`src/rtl/asc_pkg.sv`:
```
package asc_pkg;

    typedef enum logic [2:0] {
        TX_IDLE,
        TX_START,
        TX_DATA,
        TX_PAR,
        TX_STOP
    } tx_state_e;

    typedef enum logic [2:0] {
        RX_IDLE,
        RX_START,
        RX_DATA,
        RX_PAR,
        RX_STOP
    } rx_state_e;

    typedef enum logic [1:0] {
        CLK_INT     = 2'b00,
        CLK_INT_OUT = 2'b01,
        CLK_EXT     = 2'b10
    } clk_src_e;

endpackage

```
`src/rtl/asc_tick_gen.sv`:
```
module asc_tick_gen #(
    parameter int DIV_W = 8,
    parameter int OSR   = 16,
    localparam int PH_W = $clog2(OSR)
) (
    input  logic             clk,
    input  logic             rst_n,
    input  logic             ext_sel,
    input  logic [DIV_W-1:0] div,
    input  logic             ext_clk,
    output logic             tick,
    output logic [PH_W-1:0]  phase
);

    localparam logic [PH_W-1:0] PH_LAST = PH_W'(OSR - 1);

    logic [2:0]       ext_sync;
    logic [DIV_W-1:0] cnt;
    logic             int_tick;
    logic             ext_tick;

    assign int_tick = (cnt == div);
    assign ext_tick = ext_sync[1] & ~ext_sync[2];
    assign tick     = ext_sel ? ext_tick : int_tick;

    always_ff @(posedge clk or negedge rst_n) begin
        if (!rst_n) begin
            ext_sync <= '0;
            cnt      <= '0;
            phase    <= '0;
        end else begin
            ext_sync <= {ext_sync[1:0], ext_clk};
            cnt      <= int_tick ? '0 : cnt + 1'b1;
            if (tick)
                phase <= (phase == PH_LAST) ? '0 : phase + 1'b1;
        end
    end

    // internal ticks are spaced by div+1 clocks, never adjacent for div>0
    p_int_gap_r4: assert property (@(posedge clk) disable iff (!rst_n)
        (!ext_sel && tick && div != '0) |=> (ext_sel || !$stable(div) || !tick));

    // an external tick needs a rising edge seen through the synchroniser
    p_ext_edge_r6: assert property (@(posedge clk) disable iff (!rst_n)
        (ext_sel && tick) |=> !tick || !ext_sel);

endmodule

```
`src/rtl/asc_tx.sv`:
```
module asc_tx
    import asc_pkg::*;
#(
    parameter int DATA_W = 8,
    parameter int OSR    = 16,
    localparam int PH_W  = $clog2(OSR),
    localparam int BC_W  = $clog2(DATA_W)
) (
    input  logic              clk,
    input  logic              rst_n,
    input  logic              en,
    input  logic              tick,
    input  logic [PH_W-1:0]   phase,
    input  logic              par_en,
    input  logic              par_odd,
    input  logic              two_stop,
    input  logic              wr,
    input  logic [DATA_W-1:0] wdata,
    output logic              txd,
    output logic              empty
);

    localparam logic [PH_W-1:0] PH_LAST = PH_W'(OSR - 1);
    localparam logic [BC_W-1:0] BC_LAST = BC_W'(DATA_W - 1);

    tx_state_e         st, st_nx;
    logic [DATA_W-1:0] hold;
    logic [DATA_W-1:0] shreg;
    logic [BC_W-1:0]   bcnt;
    logic              par_bit;
    logic              stop_more;
    logic              bit_end;
    logic              load;

    assign bit_end = tick && (phase == PH_LAST);
    assign load    = en && bit_end && !empty &&
                     (st == TX_IDLE || (st == TX_STOP && !stop_more));

    always_comb begin
        st_nx = st;
        unique case (st)
            TX_IDLE:  if (load) st_nx = TX_START;
            TX_START: if (bit_end) st_nx = TX_DATA;
            TX_DATA:  if (bit_end && bcnt == BC_LAST) st_nx = par_en ? TX_PAR : TX_STOP;
            TX_PAR:   if (bit_end) st_nx = TX_STOP;
            TX_STOP:  if (bit_end && !stop_more) st_nx = load ? TX_START : TX_IDLE;
            default:  st_nx = TX_IDLE;
        endcase
        if (!en)
            st_nx = TX_IDLE;
    end

    always_ff @(posedge clk or negedge rst_n) begin
        if (!rst_n)
            st <= TX_IDLE;
        else
            st <= st_nx;
    end

    always_ff @(posedge clk or negedge rst_n) begin
        if (!rst_n) begin
            hold      <= '0;
            shreg     <= '0;
            bcnt      <= '0;
            par_bit   <= 1'b0;
            stop_more <= 1'b0;
            empty     <= 1'b1;
        end else if (!en) begin
            empty     <= 1'b1;
            stop_more <= 1'b0;
        end else begin
            if (st == TX_DATA && bit_end) begin
                shreg <= shreg >> 1;
                bcnt  <= bcnt + 1'b1;
                if (bcnt == BC_LAST)
                    stop_more <= two_stop;
            end
            if (st == TX_STOP && bit_end && stop_more)
                stop_more <= 1'b0;
            if (load) begin
                shreg   <= hold;
                par_bit <= (^hold) ^ par_odd;
                bcnt    <= '0;
                empty   <= 1'b1;
            end
            if (wr) begin
                hold  <= wdata;
                empty <= 1'b0;
            end
        end
    end

    always_comb begin
        txd = 1'b1;
        unique case (st)
            TX_IDLE:  txd = 1'b1;
            TX_START: txd = 1'b0;
            TX_DATA:  txd = shreg[0];
            TX_PAR:   txd = par_bit;
            TX_STOP:  txd = 1'b1;
            default:  txd = 1'b1;
        endcase
    end

    // a disabled transmitter idles high and reports empty
    p_off_idle_r8: assert property (@(posedge clk) disable iff (!rst_n)
        !en |=> (txd && empty));

    // a write while enabled always leaves the holding register full
    p_wr_fills_r7: assert property (@(posedge clk) disable iff (!rst_n)
        (en && wr) |=> !empty);

    // a frame only starts on a bit boundary
    p_start_aligned_r2: assert property (@(posedge clk) disable iff (!rst_n)
        (st != TX_START && st_nx == TX_START) |-> bit_end);

endmodule

```
`src/rtl/asc_rx.sv`:
```
module asc_rx
    import asc_pkg::*;
#(
    parameter int DATA_W = 8,
    parameter int OSR    = 16,
    localparam int SC_W  = $clog2(OSR),
    localparam int BC_W  = $clog2(DATA_W)
) (
    input  logic              clk,
    input  logic              rst_n,
    input  logic              en,
    input  logic              tick,
    input  logic              line,
    input  logic              par_en,
    input  logic              par_odd,
    input  logic              rd,
    input  logic              clr,
    output logic [DATA_W-1:0] data,
    output logic              full,
    output logic              par_err,
    output logic              frm_err,
    output logic              ovr_err
);

    localparam logic [SC_W-1:0] SC_HALF = SC_W'(OSR / 2 - 1);
    localparam logic [SC_W-1:0] SC_LAST = SC_W'(OSR - 1);
    localparam logic [BC_W-1:0] BC_LAST = BC_W'(DATA_W - 1);

    rx_state_e         st, st_nx;
    logic [2:0]        sy;
    logic              s_line;
    logic              fall;
    logic [SC_W-1:0]   sub;
    logic [BC_W-1:0]   bcnt;
    logic [DATA_W-1:0] shreg;
    logic              par_bit;
    logic              samp_mid;
    logic              samp_full;
    logic              done;

    assign s_line    = sy[1];
    assign fall      = sy[2] & ~sy[1];
    assign samp_mid  = tick && (sub == SC_HALF);
    assign samp_full = tick && (sub == SC_LAST);
    assign done      = en && (st == RX_STOP) && samp_full;

    always_comb begin
        st_nx = st;
        unique case (st)
            RX_IDLE:  if (fall) st_nx = RX_START;
            RX_START: if (samp_mid) st_nx = s_line ? RX_IDLE : RX_DATA;
            RX_DATA:  if (samp_full && bcnt == BC_LAST) st_nx = par_en ? RX_PAR : RX_STOP;
            RX_PAR:   if (samp_full) st_nx = RX_STOP;
            RX_STOP:  if (samp_full) st_nx = RX_IDLE;
            default:  st_nx = RX_IDLE;
        endcase
        if (!en)
            st_nx = RX_IDLE;
    end

    always_ff @(posedge clk or negedge rst_n) begin
        if (!rst_n)
            st <= RX_IDLE;
        else
            st <= st_nx;
    end

    always_ff @(posedge clk or negedge rst_n) begin
        if (!rst_n) begin
            sy      <= '1;
            sub     <= '0;
            bcnt    <= '0;
            shreg   <= '0;
            par_bit <= 1'b0;
        end else begin
            sy <= {sy[1:0], line};
            if (st != st_nx)
                sub <= '0;
            else if (tick)
                sub <= (sub == SC_LAST) ? '0 : sub + 1'b1;
            if (st == RX_START)
                bcnt <= '0;
            if (st == RX_DATA && samp_full) begin
                shreg <= {s_line, shreg[DATA_W-1:1]};
                bcnt  <= bcnt + 1'b1;
            end
            if (st == RX_PAR && samp_full)
                par_bit <= s_line;
        end
    end

    always_ff @(posedge clk or negedge rst_n) begin
        if (!rst_n) begin
            data    <= '0;
            full    <= 1'b0;
            par_err <= 1'b0;
            frm_err <= 1'b0;
            ovr_err <= 1'b0;
        end else begin
            if (rd)
                full <= 1'b0;
            if (clr) begin
                par_err <= 1'b0;
                frm_err <= 1'b0;
                ovr_err <= 1'b0;
            end
            if (done) begin
                if (full && !rd) begin
                    ovr_err <= 1'b1;
                end else begin
                    data    <= shreg;
                    full    <= 1'b1;
                    frm_err <= ~s_line;
                    par_err <= par_en & ((^shreg) ^ par_bit ^ par_odd);
                end
            end
        end
    end

    // a disabled receiver leaves data and flags alone
    p_off_keep_r9: assert property (@(posedge clk) disable iff (!rst_n)
        (!en && !rd && !clr) |=> ($stable(full) && $stable(data) && $stable(par_err)
                                  && $stable(frm_err) && $stable(ovr_err)));

    // a character is posted only while the receiver is enabled
    p_post_needs_en_r9: assert property (@(posedge clk) disable iff (!rst_n)
        $rose(full) |-> $past(en));

    // an overrun keeps the older character and its full flag
    p_ovr_keep_r13: assert property (@(posedge clk) disable iff (!rst_n)
        $rose(ovr_err) |-> ($stable(data) && full));

endmodule

```
`src/rtl/async_serial_channel.sv`:
```
module async_serial_channel
    import asc_pkg::*;
#(
    parameter int DATA_W = 8,
    parameter int DIV_W  = 8,
    parameter int OSR    = 16,
    localparam int PH_W  = $clog2(OSR)
) (
    input  logic              clk,
    input  logic              rst_n,
    input  logic              cfg_wr,
    input  logic              cfg_par_en,
    input  logic              cfg_par_odd,
    input  logic              cfg_two_stop,
    input  logic [1:0]        cfg_clk_sel,
    input  logic [DIV_W-1:0]  cfg_div,
    input  logic              tx_en,
    input  logic              rx_en,
    input  logic              tx_data_wr,
    input  logic [DATA_W-1:0] tx_data,
    input  logic              rx_data_rd,
    input  logic              err_clr,
    input  logic              ser_rx,
    input  logic              bclk_in,
    output logic              ser_tx,
    output logic              tx_empty,
    output logic [DATA_W-1:0] rx_data,
    output logic              rx_full,
    output logic              par_err,
    output logic              frm_err,
    output logic              ovr_err,
    output logic              bclk_out,
    output logic              bclk_oe
);

    clk_src_e         c_src;
    logic             c_par_en;
    logic             c_par_odd;
    logic             c_two_stop;
    logic [DIV_W-1:0] c_div;
    logic             tick;
    logic [PH_W-1:0]  phase;
    logic             cfg_open;

    assign cfg_open = !tx_en && !rx_en;

    always_ff @(posedge clk or negedge rst_n) begin
        if (!rst_n) begin
            c_src      <= CLK_INT;
            c_par_en   <= 1'b0;
            c_par_odd  <= 1'b0;
            c_two_stop <= 1'b0;
            c_div      <= '0;
        end else if (cfg_wr && cfg_open) begin
            c_src      <= cfg_clk_sel[1] ? CLK_EXT : (cfg_clk_sel[0] ? CLK_INT_OUT : CLK_INT);
            c_par_en   <= cfg_par_en;
            c_par_odd  <= cfg_par_odd;
            c_two_stop <= cfg_two_stop;
            c_div      <= cfg_div;
        end
    end

    asc_tick_gen #(.DIV_W(DIV_W), .OSR(OSR)) u_tick (
        .clk     (clk),
        .rst_n   (rst_n),
        .ext_sel (c_src == CLK_EXT),
        .div     (c_div),
        .ext_clk (bclk_in),
        .tick    (tick),
        .phase   (phase)
    );

    asc_tx #(.DATA_W(DATA_W), .OSR(OSR)) u_tx (
        .clk      (clk),
        .rst_n    (rst_n),
        .en       (tx_en),
        .tick     (tick),
        .phase    (phase),
        .par_en   (c_par_en),
        .par_odd  (c_par_odd),
        .two_stop (c_two_stop),
        .wr       (tx_data_wr),
        .wdata    (tx_data),
        .txd      (ser_tx),
        .empty    (tx_empty)
    );

    asc_rx #(.DATA_W(DATA_W), .OSR(OSR)) u_rx (
        .clk     (clk),
        .rst_n   (rst_n),
        .en      (rx_en),
        .tick    (tick),
        .line    (ser_rx),
        .par_en  (c_par_en),
        .par_odd (c_par_odd),
        .rd      (rx_data_rd),
        .clr     (err_clr),
        .data    (rx_data),
        .full    (rx_full),
        .par_err (par_err),
        .frm_err (frm_err),
        .ovr_err (ovr_err)
    );

    assign bclk_oe  = (c_src == CLK_INT_OUT);
    assign bclk_out = bclk_oe & phase[PH_W-1];

    // settings stay frozen while either direction is enabled
    p_cfg_frozen_r10: assert property (@(posedge clk) disable iff (!rst_n)
        (tx_en || rx_en) |=> ($stable(c_src) && $stable(c_div) && $stable(c_par_en)
                              && $stable(c_par_odd) && $stable(c_two_stop)));

    // the clock pin is never driven while the external source is chosen
    p_oe_src_r5: assert property (@(posedge clk) disable iff (!rst_n)
        (c_src == CLK_EXT) |-> !bclk_out);

endmodule

```
`config.mk`:
```
export PLATFORM = sky130hd
export DESIGN_NAME = async_serial_channel
export DESIGN_NICKNAME = d
export VERILOG_FILES = /design/src/rtl/asc_pkg.sv /design/src/rtl/asc_tick_gen.sv /design/src/rtl/asc_tx.sv /design/src/rtl/asc_rx.sv /design/src/rtl/async_serial_channel.sv
export SDC_FILE = /design/constraint.sdc
export NUM_CORES = 1
export LEC_CHECK = 0
export ABC_AREA = 0
export BUFFER_PORTS_ARGS = -buffer_cell sky130_fd_sc_hd__buf_2
export CAP_MARGIN = 20
export CORE_MARGIN = 5
export CORE_UTILIZATION = 53
export DETAILED_ROUTE_END_ITERATION = 6
export PLACE_DENSITY = 0.73
export SETUP_SLACK_MARGIN = 0.02
export SLEW_MARGIN = 20
export SYNTH_ARGS = -nofsm -noshare
export SYNTH_HDL_FRONTEND = slang
export SYNTH_SLANG_ARGS = --single-unit
```
`constraint.sdc`:
```
create_clock -name clk -period 2.3 [get_ports clk]
set_input_delay 0.345 -clock clk [delete_from_list [all_inputs] [get_ports clk]]
set_output_delay 0.345 -clock clk [all_outputs]
set_load 0.05 [all_outputs]
```
After elaboration in Yosys (flattened, before gate mapping). Index checks and enable logic that the tools add are counted.

Register bits: 87. Input port bits: 31. Output and inout bits: 16.

Equal/unequal tests: 25. Bitwise operators: 10. Add/subtract/negate cells: 5. Reductions and logical operators: 39. Muxes and demuxes: 51.

Operators with widths (count): 3-bit two-way mux (17); 3-bit case mux with 5 select lines (2); 8-bit two-way mux (3); 1-bit two-way mux (22); 1-bit logical AND (20); 4-bit two-way mux (4); 8-bit parity (2); 3-bit by 2-bit inequality test with 1-bit output, second input constant (5); 3-bit by 2-bit equality test with 1-bit output, second input constant (4); 3-bit equality test, second input constant (4); 2-bit AND reduction (5); 3-bit by 1-bit inequality test with 1-bit output, second input constant (3); 4-bit by 1-bit adder with 4-bit output, second input constant (2); 8-bit by 1-bit adder with 8-bit output, second input constant (1); 4-bit equality test, second input constant (2); 8-bit equality test (1); 3-bit by 1-bit adder with 3-bit output, second input constant (2); 3-bit by 1-bit equality test with 1-bit output, second input constant (2); 3-bit zero test (2); 2-bit nonzero test (3); 1-bit zero test (5); 5-bit AND reduction (1); 1-bit bitwise AND (4); 4-bit by 3-bit equality test with 1-bit output, second input constant (1); 8 further kinds (13).

Depth between registers and ports, before layout. Gate-level depths: netlist (run 1).

Word-level depth: 11. Depth in mapped cells: 8. Depth with buffers taken out: 8.

By module. Synthesis (run 1) repeated with hierarchy kept, for this count alone.

Cell total of the unflattened synthesis: 351. Area, all modules: 4322.9 sq um.

Modules (own cells, without submodules): asc_rx (times used 1, area an instance 1694.1 sq um, seq. area each 854.6 sq um, cells each 135); asc_tx (times used 1, area an instance 1301.2 sq um, seq. area each 626.9 sq um, cells each 112); asc_tick_gen (times used 1, area an instance 800.8 sq um, seq. area each 375.4 sq um, cells each 72); async_serial_channel (times used 1, area an instance 526.8 sq um, seq. area each 325.3 sq um, cells each 32).

Worst setup path before layout (run 1). No wires, ideal clock.

Kind: flip-flop to flip-flop. Start: register u_rx.sub[0]. End: register u_rx.data[0]. Clock period less this slack: 2.078 ns. Path buffers: 1. Path slack: 0.222 ns. Data arrival time: 1.953 ns. Data required time: 2.175 ns. Stages on the path, launching flop included: 9. Path through: dfrtp_1 -> ha_1 -> and2_2 -> nand2_2 -> nor4_4 -> nor2_4 -> nor3b_2 -> buf_6 -> mux2_4.

Cells in the longest elaborated chain, start to end: 4.

Ends and longest elaborated chain: from (decl) (line asc_rx.sv:33) `logic [SC_W-1:0] sub;`; from (signal assigned) (line asc_rx.sv:80) `sub <= (sub == SC_LAST) ? '0 : sub + 1'b1;`; 4-bit equality test (line asc_rx.sv:44) `assign samp_full = tick && (sub == SC_LAST);`; 1-bit logical AND (line asc_rx.sv:44); 1-bit logical AND (line asc_rx.sv:45) `assign done = en && (st == RX_STOP) && samp_full;`; 2-bit AND reduction (no line); to (signal assigned) (line asc_rx.sv:111) `data <= shreg;`; to (decl) (line asc_rx.sv:18) `output logic [DATA_W-1:0] data,`.

Every way passes these cells. A chain may end at the register's enable or synchronous reset.

Final worst setup path (run 1).
Start: register u_rx.sub[1]. End: register u_rx.data[6].

Same word-level chain as after synthesis.

==> results.txt, run 1 <==
placed insts -> 545
Yosys cell types -> 61
worst-path fanout max -> 5
Tmin final -> 2210 ps
HPWL reported at the end of detailed placement -> 6320 microns
Slew @ Worst Pin -> 553 ps
Worst Hold Class -> in -> reg
CTS Buf Count -> 9
Boundary Pins -> 47
period utilisation layout -> 96.1%
# DRC -> 0
Setup CP Type -> reg -> reg
syn_nets -> 428
leak pwr -> 2.41 nW
ANT nets after route -> 0
number of global-route vias before repair -> 3124
met3 routed WL -> 450 microns
crit path DAT -> 2440 ps
antenna cell count -> 0
Port Buffer Count -> 46
Nets -> 498
fin cells -> 569
Die Width -> 101 microns
CP max stage delay -> 430 ps
status -> finished clean
largest net degree at the start of global routing -> 37
fmax -> 452 MHz
Detailed Routing Iterations Pass 1 -> 4
first-pass GRT wire length -> 14600 microns
Initial Util -> 53.9%
layout cells sized above 1 -> 33.4%
clock power share -> 27.7%
Fin. Hold Viols -> 0
Pwr per Cell Area -> 737 nW/um^2
Synth Register Bits -> 87
cell breakdown of the critical path -> ha_2 > and2_4 > nand2_4 > nor4_4 > nor2_4 > nor3b_4 > buf_6 > mux2_4
Synth area leaders -> dfrtp_1, mux2_2, mux2_4
CP max-delay cell -> nor4_4
antenna violations before repair -> 0
top cell type's share of synthesized area -> 47.1%
Worst-path clk slew -> 80 ps
die area -> 10200 sq um
Sw Ratio -> 29.9%
Core Rows -> 33
mapped cell area -> 4410 sq um
final setup fails -> 0
Sequential Power Share -> 50.9%
Met1 Routed Length -> 3970 microns
FF-to-FF path depth -> 8
DR WL met2 -> 4160 microns
starting DRC count in detailed routing -> 160
root buffer cell -> clkbuf_8
per-cell routed wire length -> 15.2 microns
global route overflow -> 0
async set-or-reset flop fraction in the synthesized netlist -> 100%
sequential share of the synthesized area -> 49.5%
core outline area -> 8180 sq um
gr usage total -> 18.0%
total number of vias -> 3098
Psw -> 1.14 mW
Worst Hold Depth -> 1
Buf/Inv on CP -> 1
clock skew -> 6.85 ps
DIE HEIGHT -> 101 microns
Pint -> 2.66 mW
power share of the combinational group -> 21.4%
Max-Cap Viols -> 0
clk buf depth -> 2
Synth Instances -> 390
Worst setup SP type -> register
Most used DFF post-synth -> dfrtp_1
Post-synth EDFFs -> 0
max-slew violations -> 0
Crit path depth -> 8
CP top delay family -> simple AND/OR/NAND/NOR gates
clock sinks -> 87
H-tree levels -> 3
vias per inst -> 5.44
worst path required time -> 2530 ps
Syn Area/Cell -> 11.3 sq um
DR top layer -> met4
later-pin clock latency in the skew report -> 340 ps
Max-slew headroom -> 63.1%
RD Place Congestion -> 0.910
Synth area leader -> dfrtp_1
layout overhead on the synthesized area -> 17.0%
Syn. warnings -> 0
crit end category -> register
CTS tree -> done
final core utilization -> 63.1%
maximum VDD drop -> 526 uV
routed wire length -> 8660 microns
layout make-up:
| class | instances | area (sq um) |
|---|---|---|
| clock inverter | 5 | 58.8 |
| multi-input combinational | 284 | 2180 |
| sequential | 87 | 2180 |
| tap | 105 | 131 |
| timing repair buffer | 71 | 443 |
| clock buffer | 10 | 138 |
| inverter | 7 | 26.3 |
| fill | 667 | 3020 |
power groups by stage:
stage / registers [mW] / clock network [mW] / logic, mW
after floorplan: 1.90 / 0 / 0.602
after global placement: 1.94 / 0 / 0.761
after detailed placement: 1.96 / 0 / 0.782
after CTS: 1.93 / 1.08 / 0.789
after global routing: 1.96 / 1.13 / 0.901
final: 1.93 / 1.05 / 0.814
through the flow:
stage	instance area [sq um]	setup TNS, ps	hold slack [ps]	total power, mW	setup WS (ps)
global placement	4850	0	284	2.70	126
global route	5160	-9.03	77.0	4.00	-3.63
floorplan	4410	0	49.4	2.51	222
finish	5160	0	97.6	3.80	88.6
CTS	5060	0	81.7	3.80	35.8
detailed placement	4850	0	291	2.74	40.2
sequential cells by signal (all words and copies together) (netlist names), 4 cells and up:
signal,cells
u_tx.hold,8
u_tick.phase,4
u_rx.shreg,8
u_tx.shreg,8
u_rx.sub,4
u_rx.data,8
c_div,8
u_tick.cnt,8
cells in the final DEF, fill, tap and decap left out, types with 3 or more instances in the layout:
cell type,instances
and3_1,5
a21oi_1,16
o31ai_1,3
buf_2,45
nand2_1,32
nand3_1,12
clkbuf_8,10
nor2b_1,7
ha_1,6
xnor2_1,19
nand2b_1,8
xnor2_2,7
nand3b_1,3
inv_1,7
xor2_1,8
dfstp_2,4
mux2_4,13
nor2_1,37
mux2i_1,13
dfrtp_1,83
nor3_1,8
buf_4,22
mux2_2,24
o21ai_0,18
cells in the mapped netlist (2+ instances only):
cell type  instances
dfrtp_1           83
nor2_1            37
nand2_1           32
mux2_2            24
xnor2_1           21
o21ai_0           18
a21oi_1           16
mux2_4            13
mux2i_1           13
nand3_1           12
nor3_1             9
nand2b_1           8
xor2_1             8
ha_1               7
inv_1              7
nor2b_1            7
and3_1             5
buf_2              5
xnor2_2            5
clkbuf_1           4
dfstp_2            4
nand3b_1           3
o31ai_1            3
a21boi_0           2
a21o_1             2
a31oi_1            2
and4_4             2
buf_6              2
nand4_1            2
o21bai_1           2
o22ai_1            2
routing by layer:
| layer | vias up | GRT usage [%] |
|---|---|---|
| li1 | 1505 | - |
| met1 | 1505 | 24.5 |
| met2 | 81 | 29.4 |
| met3 | 7 | 3.31 |
| met4 | 0 | 5.32 |
| met5 | - | 0 |
cells by family after synthesis:
logic type               synth area share, %
flip-flops                              49.5
buffers and inverters                   2.10
adder cells (fa/ha/maj)                 1.99
multiplexers                            13.5
AO/OA/AOI/OAI                           9.48
AND/OR/NAND/NOR                         15.8
XOR/XNOR                                7.61
worst paths after layout:
path                                          from  slack (ps)                       end
max in group asynchronous                    rst_n        1130      u_rx.sy[0]$_DFF_PN1_
min                                         ser_rx         100      u_rx.sy[0]$_DFF_PN1_
min reg2reg                   u_rx.sy[0]$_DFF_PN1_         360      u_rx.sy[1]$_DFF_PN1_
min in group asynchronous                    rst_n         480    u_rx.par_err$_DFF_PN0_
max reg2reg                u_rx.sub[1]$_DFFE_PN0P_          90  u_rx.data[6]$_DFFE_PN0P_
max                        u_rx.sub[1]$_DFFE_PN0P_          90  u_rx.data[6]$_DFFE_PN0P_
worst register-to-register path: stages (launching register included):
cell	delay, ps
dfrtp_1	400
ha_2	210
and2_4	180
nand2_4	80
nor4_4	430
nor2_4	70
nor3b_4	250
buf_6	180
mux2_4	310
timing repair:
action                                  4_1_cts  5_1_grt
hold buffers                                  1        0
resized for setup                             0       11
hold endpoints to repair                     26        0
endpoints found under the setup margin        0       10
buffers inserted                              0        7
(Power assumes the default switching activity.)
==> inputs of run 2 (changes only) <==
--- a/config.mk
+++ b/config.mk
@@ -16,4 +16,5 @@
 export SLEW_MARGIN = 20
 export SYNTH_ARGS = -nofsm -noshare
 export SYNTH_HDL_FRONTEND = slang
+export SYNTH_HIERARCHICAL = 1
 export SYNTH_SLANG_ARGS = --single-unit
==> results.txt, run 2 <==
Worst setup SP type -> register
CTS tree -> done
Synth Register Bits -> 87
routed wire length -> 8110 microns
clock skew -> 14.7 ps
Core Rows -> 33
Boundary Pins -> 47
ANT nets after route -> 0
Detailed Routing Iterations Pass 1 -> 4
async set-or-reset flop fraction in the synthesized netlist -> 100%
Die Width -> 100 microns
cell breakdown of the critical path -> xnor2_2 > nand4_4 > o31ai_4 > buf_6 > and4_2 > buf_4 > nand4b_1 > a311oi_1
Worst Hold Depth -> 1
fmax -> 453 MHz
layout overhead on the synthesized area -> 15.1%
most frequent cells in the layout -> dfrtp_1, buf_2, mux2_2
Syn. warnings -> 6
RSZ-0062 raised after global routing -> no
Synth area leader -> dfrtp_1
antenna cell count -> 0
CP max stage delay -> 450 ps
first-pass GRT wire length -> 13900 microns
worst-path fanout max -> 9
Synth Instances -> 351
Worst Hold Slack -> 83.3 ps
DIE HEIGHT -> 100 microns
H-tree levels -> 3
Sequential Power Share -> 49.7%
clock sinks -> 87
Yosys cell types -> 69
status -> finished clean
Slew @ Worst Pin -> 551 ps
Worst-path clk slew -> 90 ps
clk buf depth -> 2
Initial Util -> 53.4%
sequential share of the synthesized area -> 50.5%
Sw Ratio -> 30.7%
worst path required time -> 2540 ps
FF-to-FF path depth -> 8
vias per inst -> 5.58
Crit path depth -> 8
CP top delay family -> compound AO/OA/AOI/OAI gates
r2r setup slk -> 90 ps
crit end category -> register
Pwr per Cell Area -> 790 nW/um^2
syn_nets -> 389
layout cells sized above 1 -> 34.5%
Worst Hold End -> u_rx/sy[0]$_DFF_PN1_
Nets -> 447
top cell type's share of synthesized area -> 48.0%
number of global-route vias before repair -> 2923
root buffer cell -> clkbuf_8
RD Place Congestion -> 0.778
maximum VDD drop -> 600 uV
max-slew violations -> 0
Worst Hold Class -> in -> reg
leading cell type in the layout, fill and taps excluded -> dfrtp_1
total number of vias -> 2898
Port Buffer Count -> 46
HPWL reported at the end of detailed placement -> 5870 microns
Post-synth top cells -> dfrtp_1, mux2_2, xnor2_1
power share of the combinational group -> 23.0%
die area -> 10100 sq um
final setup fails -> 0
final core utilization -> 61.5%
per-cell routed wire length -> 15.6 microns
Most used DFF post-synth -> dfrtp_1
Buf/Inv on CP -> 2
starting DRC count in detailed routing -> 77
Fin. Hold Viols -> 0
clock power share -> 27.3%
gr usage total -> 17.4%
global route overflow -> 0
antenna violations before repair -> 0
mapped cell area -> 4320 sq um
CP max-delay cell -> dfrtp_2
period utilisation layout -> 96.0%
Psw -> 1.20 mW
Filler cells -> 671
most numerous cell in the Yosys netlist -> dfrtp_1
crit path DAT -> 2450 ps
CTS Buf Count -> 9
Tmin final -> 2210 ps
Pint -> 2.73 mW
reg2reg start -> u_tick/cnt[3]$_DFF_PN0_
Post-synth EDFFs -> 0
r2r endpoint -> u_rx/st[0]$_DFF_PN0_
HP Start -> ser_rx
later-pin clock latency in the skew report -> 360 ps
leak pwr -> 2.25 nW
# DRC -> 0
Setup CP Type -> reg -> reg
Synth area leaders -> dfrtp_1, mux2_2, xnor2_1
Max-slew headroom -> 63.3%
core outline area -> 8090 sq um
largest net degree at the start of global routing -> 43
Max-Cap Viols -> 0
Syn Area/Cell -> 12.3 sq um
## run 2: worst reg2reg max path: stages, from the launching register on
cell	delay, ps
dfrtp_2	450
xnor2_2	200
nand4_4	170
o31ai_4	240
buf_6	180
and4_2	270
buf_4	150
nand4b_1	100
a311oi_1	330
## run 2: cells by family after synthesis
kind of cell | share of synthesized area [%]
buffers and inverters | 2.66
XOR/XNOR | 6.92
flip-flops | 50.5
AO/OA/AOI/OAI | 12.6
adder cells (fa/ha/maj) | 2.03
multiplexers | 12.0
AND/OR/NAND/NOR | 13.3
## run 2: cell type report
class | instances | area (sq um) | area share [%]
Timing Repair Buffer | 60 | 369 | 7.42
Clock buffer | 9 | 124 | 2.49
Sequential cell | 87 | 2180 | 43.9
Inverter | 7 | 26.3 | 0.528
Multi-Input combinational cell | 244 | 2060 | 41.5
Tap cell | 105 | 131 | 2.64
Clock inverter | 7 | 77.6 | 1.56
## run 2: worst max-delay path by stage
stage                                  startpoint                   endpoint  slack (ps)
after CTS                 u_tick/cnt[4]$_DFF_PN0_       u_rx/st[0]$_DFF_PN0_          30
after floorplan           u_tick/cnt[2]$_DFF_PN0_   u_rx/data[1]$_DFFE_PN0P_          60
after global routing      u_tick/cnt[3]$_DFF_PN0_       u_rx/st[0]$_DFF_PN0_          20
after global placement    u_tick/cnt[3]$_DFF_PN0_  u_rx/shreg[3]$_DFFE_PN0P_          70
after detailed placement  u_tick/cnt[3]$_DFF_PN0_  u_rx/shreg[2]$_DFFE_PN0P_         -40
final                     u_tick/cnt[3]$_DFF_PN0_       u_rx/st[0]$_DFF_PN0_          90
## run 2: per-stage QoR
stage | setup slack [ps] | TNS [ps] | power (mW) | instances | instance area (sq um)
detailed placement | -37.2 | -241 | 2.83 | 501 | 4700
floorplan | 55.5 | 0 | 2.57 | 351 | 4330
global placement | 69.7 | 0 | 2.80 | 501 | 4700
CTS | 33.5 | 0 | 3.94 | 518 | 4920
finish | 91.9 | 0 | 3.93 | 519 | 4980
global route | 21.4 | 0 | 4.16 | 519 | 4980
## run 2: power groups by stage
stage	registers [mW]	logic [mW]	clock network [mW]
floorplan	1.92	0.649	0
global placement	1.95	0.849	0
detailed placement	1.97	0.869	0
CTS	1.94	0.889	1.11
global route	1.98	1.00	1.18
finish	1.95	0.904	1.07
## run 2: per-layer routing
layer,part of all wire (%),GRT usage [%]
met5,0,0
met1,45,23.2
met2,49,27.8
met4,1.7,7.25
met3,4.0,3.68
## run 2: what timing repair did
item / 4_1_cts / 5_1_grt
pin swaps: 1 / 2
setup endpoints to repair: 16 / 25
resized for setup: 1 / 7
hold buffers: 1 / 0
buffers inserted: 0 / 1
endpoints found under the hold margin: 40 / 0
==> inputs of run 3 (changes only) <==
--- a/config.mk
+++ b/config.mk
@@ -8,12 +8,11 @@
 export ABC_AREA = 0
 export BUFFER_PORTS_ARGS = -buffer_cell sky130_fd_sc_hd__buf_2
 export CAP_MARGIN = 20
-export CORE_MARGIN = 5
 export CORE_UTILIZATION = 53
 export DETAILED_ROUTE_END_ITERATION = 6
 export PLACE_DENSITY = 0.73
 export SETUP_SLACK_MARGIN = 0.02
-export SLEW_MARGIN = 20
+export SLEW_MARGIN = 10
 export SYNTH_ARGS = -nofsm -noshare
 export SYNTH_HDL_FRONTEND = slang
 export SYNTH_HIERARCHICAL = 1
==> results.txt, run 3 (synthesis results as in run 2) <==
CP max stage delay -> 430 ps
Worst Hold Slack -> 78.7 ps
# DRC -> 0
Detailed Routing Iterations Pass 1 -> 4
most frequent cells in the layout -> dfrtp_1, buf_2, mux2_2
Worst Hold End -> u_rx/sy[0]$_DFF_PN1_
Buf/Inv on CP -> 1
global route overflow -> 0
RSZ-0062 raised after global routing -> yes
final core utilization -> 65.3%
Fin. Hold Viols -> 0
first-pass GRT wire length -> 14200 microns
gr usage total -> 21.3%
CTS Buf Count -> 9
FF-to-FF path depth -> 7
H-tree levels -> 3
CTS tree -> done
clock skew -> 12.4 ps
later-pin clock latency in the skew report -> 360 ps
Initial Util -> 55.4%
layout overhead on the synthesized area -> 18.0%
reg2reg start -> c_div[5]$_DFFE_PN0P_
met3 usage -> 3.61%
crit end category -> register
HPWL reported at the end of detailed placement -> 5880 microns
Core Rows -> 32
Boundary Pins -> 47
CP top delay family -> simple AND/OR/NAND/NOR gates
cell breakdown of the critical path -> xnor2_2 > nand4_2 > o31ai_4 > buf_6 > and4_1 > nand3_4 > mux2_4
setup_tns -> 0 ps
clock sinks -> 87
per-cell routed wire length -> 16.3 microns
fmax -> 452 MHz
Global Route met1 Usage -> 29.1%
Worst-path clk slew -> 90 ps
largest net degree at the start of global routing -> 39
met2 Use GR -> 33.8%
maximum VDD drop -> 609 uV
Nets -> 457
CP max-delay cell -> dfrtp_1
core outline area -> 7810 sq um
r2r setup slk -> 90 ps
crit path DAT -> 2460 ps
Max-Cap Viols -> 0
Setup CP Type -> reg -> reg
Final Total Pwr -> 4.05 mW
Port Buffer Count -> 46
Tmin final -> 2210 ps
Filler cells -> 618
number of global-route vias before repair -> 3001
GRT busiest layer -> met2
leading cell type in the layout, fill and taps excluded -> dfrtp_1
total number of vias -> 2985
root buffer cell -> clkbuf_8
RD Place Congestion -> 0.826
antenna violations before repair -> 0
die area -> 8520 sq um
Pwr per Cell Area -> 794 nW/um^2
HP Start -> ser_rx
Slew @ Worst Pin -> 508 ps
Max-slew headroom -> 66.0%
status -> finished clean
Worst Hold Class -> in -> reg
routed wire length -> 8590 microns
antenna cell count -> 0
period utilisation layout -> 96.2%
worst path required time -> 2550 ps
DIE HEIGHT -> 92.3 microns
Worst setup SP type -> register
layout cells sized above 1 -> 38.2%
leak pwr -> 2.32 nW
clk buf depth -> 2
Worst Hold Depth -> 1
Die Width -> 92.3 microns
vias per inst -> 5.67
worst-path fanout max -> 12
r2r endpoint -> u_rx/data[1]$_DFFE_PN0P_
final setup fails -> 0
ANT nets after route -> 0
max-slew violations -> 0
starting DRC count in detailed routing -> 128
## run 3: cell types whose count changed in the layout (fill, tap and decap cells not counted), sizes merged
cell | before | now
buf | 59 | 69
clkbuf | 9 | 10
clkinvlp | 1 | 2
inv | 10 | 8
## run 3: worst max path at each step
stage                                       start                        end  slack [ps]  cells after the start
final                        c_div[5]$_DFFE_PN0P_   u_rx/data[1]$_DFFE_PN0P_          90                      7
after global routing      u_tick/cnt[5]$_DFF_PN0_     u_rx/par_err$_DFF_PN0_         -40                      7
after CTS                 u_tick/cnt[3]$_DFF_PN0_    u_rx/sub[2]$_DFFE_PN0P_          30                      9
after detailed placement     c_div[7]$_DFFE_PN0P_    u_rx/sub[1]$_DFFE_PN0P_          -6                      9
after global placement       c_div[0]$_DFFE_PN0P_  u_rx/shreg[3]$_DFFE_PN0P_         100                      8
after floorplan           u_tick/cnt[2]$_DFF_PN0_   u_rx/data[1]$_DFFE_PN0P_          60                      9
## run 3: repair_timing
item                                    4_1_cts  5_1_grt
endpoints found under the hold margin        29        0
cloned                                        0        0
resized for setup                             5       14
hold buffers                                  1        0
buffers inserted                              0        6
endpoints found under the setup margin       12       40
pin swaps                                     2        7
## run 3: final cells by class
| class | instances | area (sq um) | area share [%] |
|---|---|---|---|
| clock buffer | 10 | 138 | 2.70 |
| clock inverter | 6 | 67.6 | 1.32 |
| inverter | 7 | 26.3 | 0.515 |
| multi-input combinational | 244 | 2110 | 41.3 |
| sequential | 87 | 2180 | 42.8 |
| tap | 102 | 128 | 2.50 |
| timing repair buffer | 70 | 448 | 8.78 |
## run 3: worst register-to-register path, cell delays in order (launching register included)
cell	delay (ps)
dfrtp_1	430
xnor2_2	200
nand4_2	150
o31ai_4	340
buf_6	160
and4_1	250
nand3_4	220
mux2_4	360
## run 3: power by group
| part | switching, mW | internal, mW | total, mW |
|---|---|---|---|
| clock | 0.568 | 0.535 | 1.10 |
| sequential | 0.225 | 1.73 | 1.95 |
| combinational | 0.456 | 0.537 | 0.993 |
| total | 1.25 | 2.80 | 4.05 |
## run 3: metal layers
metal | vias to the layer above | wire length [microns]
li1 | 1415 | -
met1 | 1487 | 3880
met2 | 69 | 4200
met3 | 14 | 345
met4 | 0 | 164
met5 | - | 0
## run 3: through the flow
step	instance area (sq um)	worst slack, ps	std cells
after floorplan	4330	55.5	351
after global placement	4750	97.3	503
after detailed placement	4750	-6.04	503
after CTS	5000	25.6	520
after global routing	5100	-43.2	526
final	5100	88.0	526
